<file path="src/rtl/sb_pkg.sv">
package sb_pkg;
   localparam int NUM_UNITS = 4;
   localparam int UNIT_W    = 2;

   typedef enum logic [UNIT_W-1:0] {
      FU_ALU = 2'd0,
      FU_MUL = 2'd1,
      FU_BMU = 2'd2,
      FU_DIV = 2'd3
   } fu_e;

   function automatic int fu_lat(input int u, input int mul, input int bmu, input int div);
      case (u)
         0:       return 1;
         1:       return mul;
         2:       return bmu;
         default: return div;
      endcase
   endfunction

   function automatic bit fu_piped(input int u);
      return u != 3;
   endfunction

   function automatic int fu_slots(input int u, input int mul, input int bmu, input int div);
      return fu_piped(u) ? fu_lat(u, mul, bmu, div) : 1;
   endfunction

   function automatic int fu_base(input int u, input int mul, input int bmu, input int div);
      int acc;
      acc = 0;
      for (int k = 0; k < u; k++) acc += fu_slots(k, mul, bmu, div);
      return acc;
   endfunction

   function automatic int max_lat(input int mul, input int bmu, input int div);
      int m;
      m = 1;
      if (mul > m) m = mul;
      if (bmu > m) m = bmu;
      if (div > m) m = div;
      return m;
   endfunction
endpackage

</file>
<file path="src/rtl/sb_unit_track.sv">
module sb_unit_track #(
   parameter int LAT   = 3,
   parameter bit PIPED = 1'b1,
   parameter int RW    = 5,
   parameter int CW    = 4,
   parameter int SLOTS = 3
) (
   input  logic          clk,
   input  logic          rst_n,
   input  logic          flush,
   input  logic          adv,
   input  logic          load,
   input  logic [RW-1:0] load_rd,
   output logic          slot_vld [SLOTS],
   output logic [RW-1:0] slot_rd  [SLOTS],
   output logic [CW-1:0] slot_rem [SLOTS],
   output logic          blocked
);

   if (LAT < 1 || (PIPED && SLOTS != LAT) || (!PIPED && SLOTS != 1) || (1 << CW) <= LAT) begin : g_bad_cfg
      $error("sb_unit_track: inconsistent LAT/SLOTS/CW");
   end

   if (PIPED) begin : g_pipe
      logic          vld_q [SLOTS];
      logic [RW-1:0] rd_q  [SLOTS];
      logic          vld_n [SLOTS];
      logic [RW-1:0] rd_n  [SLOTS];

      for (genvar i = 0; i < SLOTS; i++) begin : g_slot
         if (i == SLOTS - 1) begin : g_top
            assign vld_n[i] = load;
            assign rd_n[i]  = load_rd;
         end else begin : g_mid
            assign vld_n[i] = vld_q[i+1];
            assign rd_n[i]  = rd_q[i+1];
         end
         assign slot_vld[i] = vld_q[i];
         assign slot_rd[i]  = rd_q[i];
         assign slot_rem[i] = CW'(i + 1);
      end

      always_ff @(posedge clk or negedge rst_n) begin
         if (!rst_n) begin
            for (int i = 0; i < SLOTS; i++) begin
               vld_q[i] <= 1'b0;
               rd_q[i]  <= '0;
            end
         end else if (flush) begin
            for (int i = 0; i < SLOTS; i++) vld_q[i] <= 1'b0;
         end else if (adv) begin
            for (int i = 0; i < SLOTS; i++) begin
               vld_q[i] <= vld_n[i];
               rd_q[i]  <= rd_n[i];
            end
         end
      end

      assign blocked = 1'b0;


      pipe_shift_chk: assert property (@(posedge clk) disable iff (!rst_n)
         (adv && !flush && load) |=> vld_q[SLOTS-1]);
   end else begin : g_multi
      logic [CW-1:0] cnt_q;
      logic          busy_q;
      logic [RW-1:0] rd_q;

      always_ff @(posedge clk or negedge rst_n) begin
         if (!rst_n) begin
            cnt_q  <= '0;
            busy_q <= 1'b0;
            rd_q   <= '0;
         end else if (flush) begin
            cnt_q  <= '0;
            busy_q <= 1'b0;
         end else if (adv) begin
            if (load) begin
               cnt_q  <= CW'(LAT);
               busy_q <= 1'b1;
               rd_q   <= load_rd;
            end else if (busy_q) begin
               cnt_q <= cnt_q - 1'b1;
               if (cnt_q == CW'(1)) busy_q <= 1'b0;
            end
         end
      end

      assign slot_vld[0] = busy_q;
      assign slot_rd[0]  = rd_q;
      assign slot_rem[0] = cnt_q;
      assign blocked     = busy_q;


      div_keep_busy_chk: assert property (@(posedge clk) disable iff (!rst_n)
         (busy_q && !flush && !(adv && cnt_q == CW'(1))) |=> busy_q);

      div_single_op_chk: assert property (@(posedge clk) disable iff (!rst_n)
         load |-> !busy_q);
   end

endmodule

</file>
<file path="src/rtl/fu_scoreboard.sv">
module fu_scoreboard
   import sb_pkg::*;
#(
   parameter int RW      = 5,
   parameter int MUL_LAT = 3,
   parameter int BMU_LAT = 2,
   parameter int DIV_LAT = 8,
   parameter int FWD_WIN = 1
) (
   input  logic          clk,
   input  logic          rst_n,
   input  logic          flush,
   input  logic          pipe_hold,
   input  logic          dec_valid,
   input  logic [1:0]    dec_unit,
   input  logic [RW-1:0] dec_rs1,
   input  logic [RW-1:0] dec_rs2,
   input  logic [RW-1:0] dec_rd,
   output logic          issue_ok,
   output logic          stall,
   output logic [2:0]    fwd_rs1,
   output logic [2:0]    fwd_rs2
);

   localparam int MAXL = max_lat(MUL_LAT, BMU_LAT, DIV_LAT);
   localparam int CW   = $clog2(MAXL + 1);
   localparam int TOT  = fu_base(NUM_UNITS, MUL_LAT, BMU_LAT, DIV_LAT);

   if (RW < 1 || MUL_LAT < 1 || BMU_LAT < 1 || DIV_LAT < 2 || FWD_WIN < 1) begin : g_bad_cfg
      $error("fu_scoreboard: illegal parameter set");
   end

   logic [TOT-1:0]       e_vld;
   logic [RW-1:0]        e_rd   [TOT];
   logic [CW-1:0]        e_rem  [TOT];
   logic [CW-1:0]        e_age  [TOT];
   logic [UNIT_W-1:0]    e_unit [TOT];
   logic [NUM_UNITS-1:0] unit_blk;
   logic                 adv;

   assign adv = !pipe_hold;

   for (genvar u = 0; u < NUM_UNITS; u++) begin : g_unit
      localparam int L    = fu_lat(u, MUL_LAT, BMU_LAT, DIV_LAT);
      localparam int SL   = fu_slots(u, MUL_LAT, BMU_LAT, DIV_LAT);
      localparam int BASE = fu_base(u, MUL_LAT, BMU_LAT, DIV_LAT);
      logic          sv [SL];
      logic [RW-1:0] sr [SL];
      logic [CW-1:0] sm [SL];

      sb_unit_track #(
         .LAT(L), .PIPED(fu_piped(u)), .RW(RW), .CW(CW), .SLOTS(SL)
      ) u_track (
         .clk      (clk),
         .rst_n    (rst_n),
         .flush    (flush),
         .adv      (adv),
         .load     (issue_ok && dec_unit == UNIT_W'(u)),
         .load_rd  (dec_rd),
         .slot_vld (sv),
         .slot_rd  (sr),
         .slot_rem (sm),
         .blocked  (unit_blk[u])
      );

      for (genvar j = 0; j < SL; j++) begin : g_ent
         assign e_vld[BASE+j]  = sv[j];
         assign e_rd[BASE+j]   = sr[j];
         assign e_rem[BASE+j]  = sm[j];
         assign e_age[BASE+j]  = CW'(L) - sm[j];
         assign e_unit[BASE+j] = UNIT_W'(u);
      end
   end

   // Per-operand youngest-producer search
   for (genvar p = 0; p < 2; p++) begin : g_src
      logic [RW-1:0]     rs;
      logic              hit;
      logic              late;
      logic [UNIT_W-1:0] unit;
      logic [CW-1:0]     best_age;
      logic [CW-1:0]     best_rem;

      assign rs = (p == 0) ? dec_rs1 : dec_rs2;

      always_comb begin
         hit      = 1'b0;
         unit     = '0;
         best_age = '0;
         best_rem = '0;
         for (int k = 0; k < TOT; k++) begin
            if (e_vld[k] && rs != '0 && e_rd[k] == rs && (!hit || e_age[k] < best_age)) begin
               hit      = 1'b1;
               best_age = e_age[k];
               best_rem = e_rem[k];
               unit     = e_unit[k];
            end
         end
         late = hit && (int'(best_rem) > FWD_WIN);
      end
   end

   logic [CW-1:0] new_lat;
   logic          waw;

   always_comb begin
      new_lat = CW'(fu_lat(int'(dec_unit), MUL_LAT, BMU_LAT, DIV_LAT));
      waw     = 1'b0;
      for (int k = 0; k < TOT; k++) begin
         if (e_vld[k] && dec_rd != '0 && e_rd[k] == dec_rd && e_rem[k] >= new_lat) waw = 1'b1;
      end
   end

   logic hazard;
   assign hazard   = g_src[0].late || g_src[1].late || waw || unit_blk[dec_unit];
   assign issue_ok = dec_valid && !flush && !pipe_hold && !hazard;
   assign stall    = dec_valid && !flush && !issue_ok;
   assign fwd_rs1  = (g_src[0].hit && !g_src[0].late) ? {1'b1, g_src[0].unit} : 3'b000;
   assign fwd_rs2  = (g_src[1].hit && !g_src[1].late) ? {1'b1, g_src[1].unit} : 3'b000;


   issue_stall_excl_chk: assert property (@(posedge clk) disable iff (!rst_n)
      !(issue_ok && stall));

   hold_blocks_chk: assert property (@(posedge clk) disable iff (!rst_n)
      pipe_hold |-> !issue_ok);

   hold_freezes_chk: assert property (@(posedge clk) disable iff (!rst_n)
      (pipe_hold && !flush) |=> $stable(unit_blk));

   flush_clears_chk: assert property (@(posedge clk) disable iff (!rst_n)
      flush |=> (unit_blk == '0));

   x0_no_fwd_chk: assert property (@(posedge clk) disable iff (!rst_n)
      (dec_rs1 == '0) |-> (fwd_rs1 == 3'b000));

endmodule

</file>
<file path="config.mk">
export PLATFORM = sky130hd
export DESIGN_NAME = fu_scoreboard
export DESIGN_NICKNAME = d
export VERILOG_FILES = /design/src/rtl/sb_pkg.sv /design/src/rtl/sb_unit_track.sv /design/src/rtl/fu_scoreboard.sv
export SDC_FILE = /design/constraint.sdc
export NUM_CORES = 1
export LEC_CHECK = 0
export BUFFER_PORTS_ARGS = -buffer_cell sky130_fd_sc_hd__buf_2
export CORE_MARGIN = 2
export CORE_UTILIZATION = 40
export DETAILED_ROUTE_END_ITERATION = 6
export SLEW_MARGIN = 40
export SYNTH_ARGS = -nofsm -noshare
export SYNTH_HDL_FRONTEND = slang
export SYNTH_SLANG_ARGS = --single-unit
</file>
<file path="constraint.sdc">
create_clock -name clk -period 16.5 [get_ports clk]
set_clock_uncertainty 0.15 [all_clocks]
set_input_delay 4.95 -clock clk [delete_from_list [all_inputs] [get_ports clk]]
set_output_delay 4.95 -clock clk [all_outputs]
set_load 0.02 [all_outputs]
</file>
# [Word-level counts from Yosys, hierarchy flattened]
# Cells that the tools add are included.
[word_totals] ff_bits=31 out_inout_bits=8
[op_classes] n_lt_le_gt_ge=17 eq_ne=17 addsub=2 muxes=77 n_reduce_logical=112 bitwise_logic=2
[ops] op="$mux 4" n=24
[ops] op="$logic_and 1x1->1" n=73
[ops] op="$eq 5x5->1" n=12
[ops] op="$mux 1" n=33
[ops] op="$lt 1x4->1 const A" n=8
[ops] op="$mux 2" n=14
[ops] op="$logic_not 1->1" n=18
[ops] op="$reduce_bool 5->1" n=3
[ops] op="$logic_or 1x1->1" n=13
[ops] op="$mux 3" n=4
[ops] op="$pmux 4 s3" n=1
[ops] op="$ge 2x4->1 const A" n=2
[ops] op="$gt 4x1->1 const B" n=2
[ops] op="$lt 4x4->1" n=2
[ops] op="$eq 2x2->1 const B" n=2
[ops] op="$eq 4x1->1 const B" n=1
[ops] op="$ge 1x4->1 const A" n=1
[ops] op="$ge 4x4->1" n=1
[ops] op="$reduce_and 2->1" n=2
[ops] op="$sub 4x1->4 const B" n=1
[ops] op="$sub 4x4->4 const A" n=1
[ops] op="$lt 2x3->1 const B" n=1
[ops] op="$reduce_and 3->1" n=1
[ops] op="$reduce_bool 3->1" n=1
[ops] op="other kinds (5)" n=6

# [Logic depth before layout (Yosys ltp)]
[depth] depth_word=38 ltp_mapped=15 depth_no_buf=14

# [Modules after synthesis]
# From an unflattened synthesis, not the netlist that was laid out.
[hier_totals] hier_cells=736 area_unflattened_um2=6660.1
[modules_own_cells] module="fu_scoreboard" area_each_um2=4461.8 n_inst=1 seq_area_each_um2=0.0 cells_per_inst=576
[modules_own_cells] module="sb_unit_track at g_unit[1].u_track" area_each_um2=848.3 n_inst=1 seq_area_each_um2=450.4 cells_per_inst=57
[modules_own_cells] module="sb_unit_track at g_unit[2].u_track" area_each_um2=586.8 n_inst=1 seq_area_each_um2=300.3 cells_per_inst=39
[modules_own_cells] module="sb_unit_track at g_unit[3].u_track" area_each_um2=484.2 n_inst=1 seq_area_each_um2=250.2 cells_per_inst=43
[modules_own_cells] module="sb_unit_track at g_unit[0].u_track" area_each_um2=279.0 n_inst=1 seq_area_each_um2=150.1 cells_per_inst=21

# [Worst setup path before layout]
# OpenSTA, ideal clock, no wires.
[synth_timing] kind="input port to output port" start="input dec_rs1[4]" end="output stall" cell_stages=14 slack_ns=3.310 t_arrival_ns=8.090 path_buffers=1 path_cell_list="buf_2 or4_4 o211a_1 nand3_1 a21oi_1 nand4b_1 ha_1 nand3_1 a211oi_1 a2111oi_2 a21oi_1 a21o_1 and4bb_4 nor3b_1"
[synth_between] elab_chain_cells=36
[synth_lines] item="start: declaration" line="fu_scoreboard.sv:16" rtl="input logic [RW-1:0] dec_rs1,"
[synth_lines] item="$reduce_bool 5->1" line="fu_scoreboard.sv:92" rtl="if (e_vld[k] && rs != '0 && e_rd[k] == rs && (!hit || e_age[k] < best_age)) begin"
[synth_lines] item="$logic_and 1x1->1 (2 in a row)" line="fu_scoreboard.sv:92"
[synth_lines] item="$mux 1" line="fu_scoreboard.sv:92"
[synth_lines] item="$logic_not 1->1" line="fu_scoreboard.sv:92"
[synth_lines] item="$logic_and 1x1->1" line="fu_scoreboard.sv:92"
[synth_lines] item="$mux 2 / $mux 1 (equally long branches)" line="fu_scoreboard.sv:92"
[synth_lines] item="$lt 1x4->1 / $logic_not 1->1 (equally long branches)" line="fu_scoreboard.sv:92"
[synth_lines] item="$logic_or 1x1->1" line="fu_scoreboard.sv:92"
[synth_lines] item="[18 not listed]"
[synth_lines] item="$gt 4x1->1" line="fu_scoreboard.sv:99" rtl="late = hit && (int'(best_rem) > FWD_WIN);"
[synth_lines] item="$logic_and 1x1->1 *" line="fu_scoreboard.sv:99"
[synth_lines] item="$logic_or 1x1->1 * (3 in a row)" line="fu_scoreboard.sv:115" rtl="assign hazard = g_src[0].late || g_src[1].late || waw || unit_blk[dec_unit];"
[synth_lines] item="$logic_not 1->1 *" line="fu_scoreboard.sv:116" rtl="assign issue_ok = dec_valid && !flush && !pipe_hold && !hazard;"
[synth_lines] item="$logic_and 1x1->1 *" line="fu_scoreboard.sv:116"
[synth_lines] item="net issue_ok" line="fu_scoreboard.sv:19" rtl="output logic issue_ok,"
[synth_lines] item="$logic_not 1->1 *" line="fu_scoreboard.sv:117" rtl="assign stall = dec_valid && !flush && !issue_ok;"
[synth_lines] item="$logic_and 1x1->1 *" line="fu_scoreboard.sv:117"
[synth_lines] item="end: declaration" line="fu_scoreboard.sv:20" rtl="output logic stall,"
# The timed path passes the listed nets; every way through them passes the cells marked *.

# [Final worst setup path]
[layout_timing] start="input dec_rs1[4]" end="output stall"
[layout_between] elab_chain_cells=36
[layout_lines] item="$reduce_bool 5->1" line="fu_scoreboard.sv:92"
[layout_lines] item="$logic_and 1x1->1 (2 in a row)" line="fu_scoreboard.sv:92"
[layout_lines] item="$mux 1" line="fu_scoreboard.sv:92"
[layout_lines] item="$logic_not 1->1" line="fu_scoreboard.sv:92"
[layout_lines] item="$logic_and 1x1->1" line="fu_scoreboard.sv:92"
[layout_lines] item="$mux 2 / $mux 1 (equally long branches)" line="fu_scoreboard.sv:92"
[layout_lines] item="$lt 1x4->1 / $logic_not 1->1 (equally long branches)" line="fu_scoreboard.sv:92"
[layout_lines] item="$logic_or 1x1->1" line="fu_scoreboard.sv:92"
[layout_lines] item="[17 not listed]"
[layout_lines] item="$mux 4" line="fu_scoreboard.sv:92"
[layout_lines] item="$gt 4x1->1" line="fu_scoreboard.sv:99"
[layout_lines] item="$logic_and 1x1->1 *" line="fu_scoreboard.sv:99"
[layout_lines] item="$logic_or 1x1->1 * (3 in a row)" line="fu_scoreboard.sv:115"
[layout_lines] item="$logic_not 1->1 *" line="fu_scoreboard.sv:116"
[layout_lines] item="$logic_and 1x1->1 *" line="fu_scoreboard.sv:116"
[layout_lines] item="$logic_not 1->1 *" line="fu_scoreboard.sv:117"
[layout_lines] item="$logic_and 1x1->1 *" line="fu_scoreboard.sv:117"
# Mark *: on every way between the ends. The rest lies on a longest branch, timed or not.

==> reports/metrics.cfg <==
[logic_synthesis]
synth_compound_area_share_pct=13.08
async_flop_share_pct=100.0
yosys_most_used_dff=dfrtp_1
synth_warnings=0
synthCells=312
synth_nets=346
synth-edff-count=0
yosys.area_share.adder_pct=5.213
synth_xor_area_share_pct=18.55
synth_seq_cells=31
yosysSeqAreaShare_pct=26.93
avgSynthCellArea_um2=9.232
synth_simple_gate_area_share_pct=20.63
synth_top_family_by_area=simple AND/OR/NAND/NOR gates
yosys-mux-area-fraction_pct=10.25
synth_cell_types=60
synth.cell_area_um2=2880

[route]
via_per_inst=5.519
drt_first_pass_iters=4
drt-total-wl_um=7053
wl_per_cell_um=16.56
drc=0
drt_iter0_drc=164
antenna_left=0
num_vias=2351

[global_route]
grt_max_degree=32
track_usage_pct=19.81
antenna_found_initial=0
grt_pass1_wl_um=11820
overflow=0
grt_pass1_vias=2223

[cts]
htreeDepth=2
cts_setup_buffers=0
clock-sinks=31
cts_inserted_buffers=5
cts.path.max_buffers=2
clock_latency_ns=0.28
post_cts_resize_count=0
cts_root_buf=clkbuf_8
cts_tree=done
path_clk_slew_ns=0.06
postCtsHoldBufs=0

[worst_setup_path]
cp.depth=15
worstReg2RegEnd=g_unit[3].u_track.slot_rd[4]
cpPeakStageDelay_ns=0.56
critPathLaunch=dec_rs1[4]
cpLargestDelayFamily=simple AND/OR/NAND/NOR gates
path_class=in -> out
arrival_ns=8.09
startpoint_type=primary input
required_ns=11.40
r2r_cells=14
rrSetupSlack_ns=12.95
path_cells=buf_2 -> or4_4 -> o211a_1 -> nand3_1 -> a21oi_1 -> nand4b_1 -> ha_1 -> nand3_1 -> a211oi_1 -> a2111oi_2 -> a21oi_1 -> a21o_1 -> and4bb_4 -> nor3b_1 -> buf_2
path_buf_inv=2
critPathSlowestCell=or4_4
cp_max_fo=5
cp-end-kind=output port
crit-reg2reg-launch=g_unit[1].u_track.slot_rd[4]

[timing]
setup_viol_count_final=0
hold_viol=0
max_freq_ghz=0.07579
tns_ns=0
min_period_over_period_pct=79.96
min_period_ns=13.19
slew_violations=0
hold_ws_ns=0.4798
max-slew-margin-rel_pct=51.63
rsz0062_at_grt=no
worst_slack_ns=3.306
worst_pin_slew_ns=0.7189

[placed_design]
pre_cts_slack_ns=3.304
place_hpwl_um=5545
io_buffers=29
placed_cells=418
dpl_cell_area_um2=3052
gp_congestion=0.8714

[run]
maxCapViolCount=0

[power]
swShare_pct=35.75
p_int_mw=0.1657
p_per_area_nw_per_um2=82.23
total_power_mw=0.2578
p_seq_share_pct=43.9
power_frac_clock_pct=22.6
leakagePower_nw=1.277
vdd_drop_max_mv=0.06586
p_switching_mw=0.09218
combPwrFrac_pct=33.5

[finish]
ff_latch_area_um2=775.7
fill_cells=681
diodes=0
fin_area_um2=3136
drive_above_1_share_pct=21.82
finalNonFillerCells=426
areaGrowthSynthToFinish_pct=8.862
utilization_pct=45.65
multiInputGateArea_um2=1951
final_nets=363

[min_path]
worstHoldStart=g_unit[1].u_track.slot_rd[14]
hold_path_class=reg -> reg
hold_end=g_unit[1].u_track.slot_rd[14]
whs_path_depth=1

[die]
io_pins=30
coreArea_um2=6869
initial_utilization_pct=41.93
rows=30
die_width_um=88.86
die_area_um2=7895
die_h_um=88.86

[outcome]
status=finished clean

-- logic make-up (layout without fill, tap and decap cells) --
| family | Yosys count | in the layout |
|---|---|---|
| AO/OA/AOI/OAI | 50 | 50 |
| XOR/XNOR | 61 | 61 |
| adder cells (fa/ha/maj) | 12 | 12 |
| buffers and inverters | 34 | 52 |
| flip-flops | 31 | 31 |
| multiplexers | 25 | 25 |
| AND/OR/NAND/NOR | 99 | 99 |
-- worst max-delay path by stage --
stage                 end  slack [ns]
floorplan           stall        3.31
global placement    stall        3.36
detailed placement  stall        3.30
CTS                 stall        3.30
global route        stall        3.08
finish              stall        3.31
-- cells in the mapped netlist, types with 8 or more instances --
library cell / count / area (um^2)
xnor2_1: 47 / 411.6
dfrtp_1: 31 / 775.7
nor2_1: 21 / 78.83
mux2_2: 16 / 180.2
inv_1: 14 / 52.55
nand3_1: 14 / 70.07
xor2_1: 14 / 122.6
ha_1: 12 / 150.1
nand2_1: 12 / 45.04
a21oi_1: 11 / 55.05
clkbuf_1: 10 / 37.54
nor3_1: 8 / 40.04
-- per-layer routing --
layer  track usage (%)  part of all wire [%]  vias up
met4             4.408                  0.67        0
li1                  -                     -     1147
met5                 0                     0        -
met1             27.45                    47     1134
met2             31.61                    47       65
met3             4.384                   5.4        5
-- flip-flops by register name (all words and copies together), names as in the netlist --
name,count
g_unit.u_track.slot_rem,4
g_unit.u_track.slot_rd,20
g_unit.u_track.blocked,1
g_unit.u_track.slot_vld,6
-- power groups by stage --
stage / sequential (mW) / combinational [mW] / clock, mW
3_3_place_gp: 0.115 / 0.0852 / 0
3_5_place_dp: 0.114 / 0.0863 / 0
2_1_floorplan: 0.106 / 0.0729 / 0
5_1_grt: 0.115 / 0.0968 / 0.0658
4_1_cts: 0.113 / 0.0867 / 0.0610
6_report: 0.113 / 0.0864 / 0.0583
-- cell usage in the layout (no fill, tap or decap), drive strengths merged, types with 8 or more instances in the layout --
cell	instances
a21oi	11
buf	30
dfrtp	31
ha	12
inv	14
mux2	21
nand2	13
nand3	14
nor2	22
nor3	8
xnor2	47
xor2	14
-- area by class of cell --
cell class / instances / area share, %
multi-input cells: 247 / 62.21
flip-flops and latches: 31 / 24.74
repair buffers: 30 / 4.948
well taps: 96 / 3.831
clock buffers: 7 / 2.434
inverters: 14 / 1.676
clock inverters: 1 / 0.1596
-- worst register-to-register path: stages (launching register included) --
cell       delay [ns]
dfrtp_1          0.47
xnor2_1          0.33
nand2_1          0.16
nor3_1           0.33
nand2_1          0.09
a21oi_1          0.17
nand4b_1         0.13
ha_1             0.27
nand3_1          0.08
a211oi_1         0.06
a2111oi_2        0.33
a21oi_1          0.14
a21o_1           0.24
nand2_4          0.17
mux2_4           0.32
No activity file was read; power rests on OpenSTA's default activity.
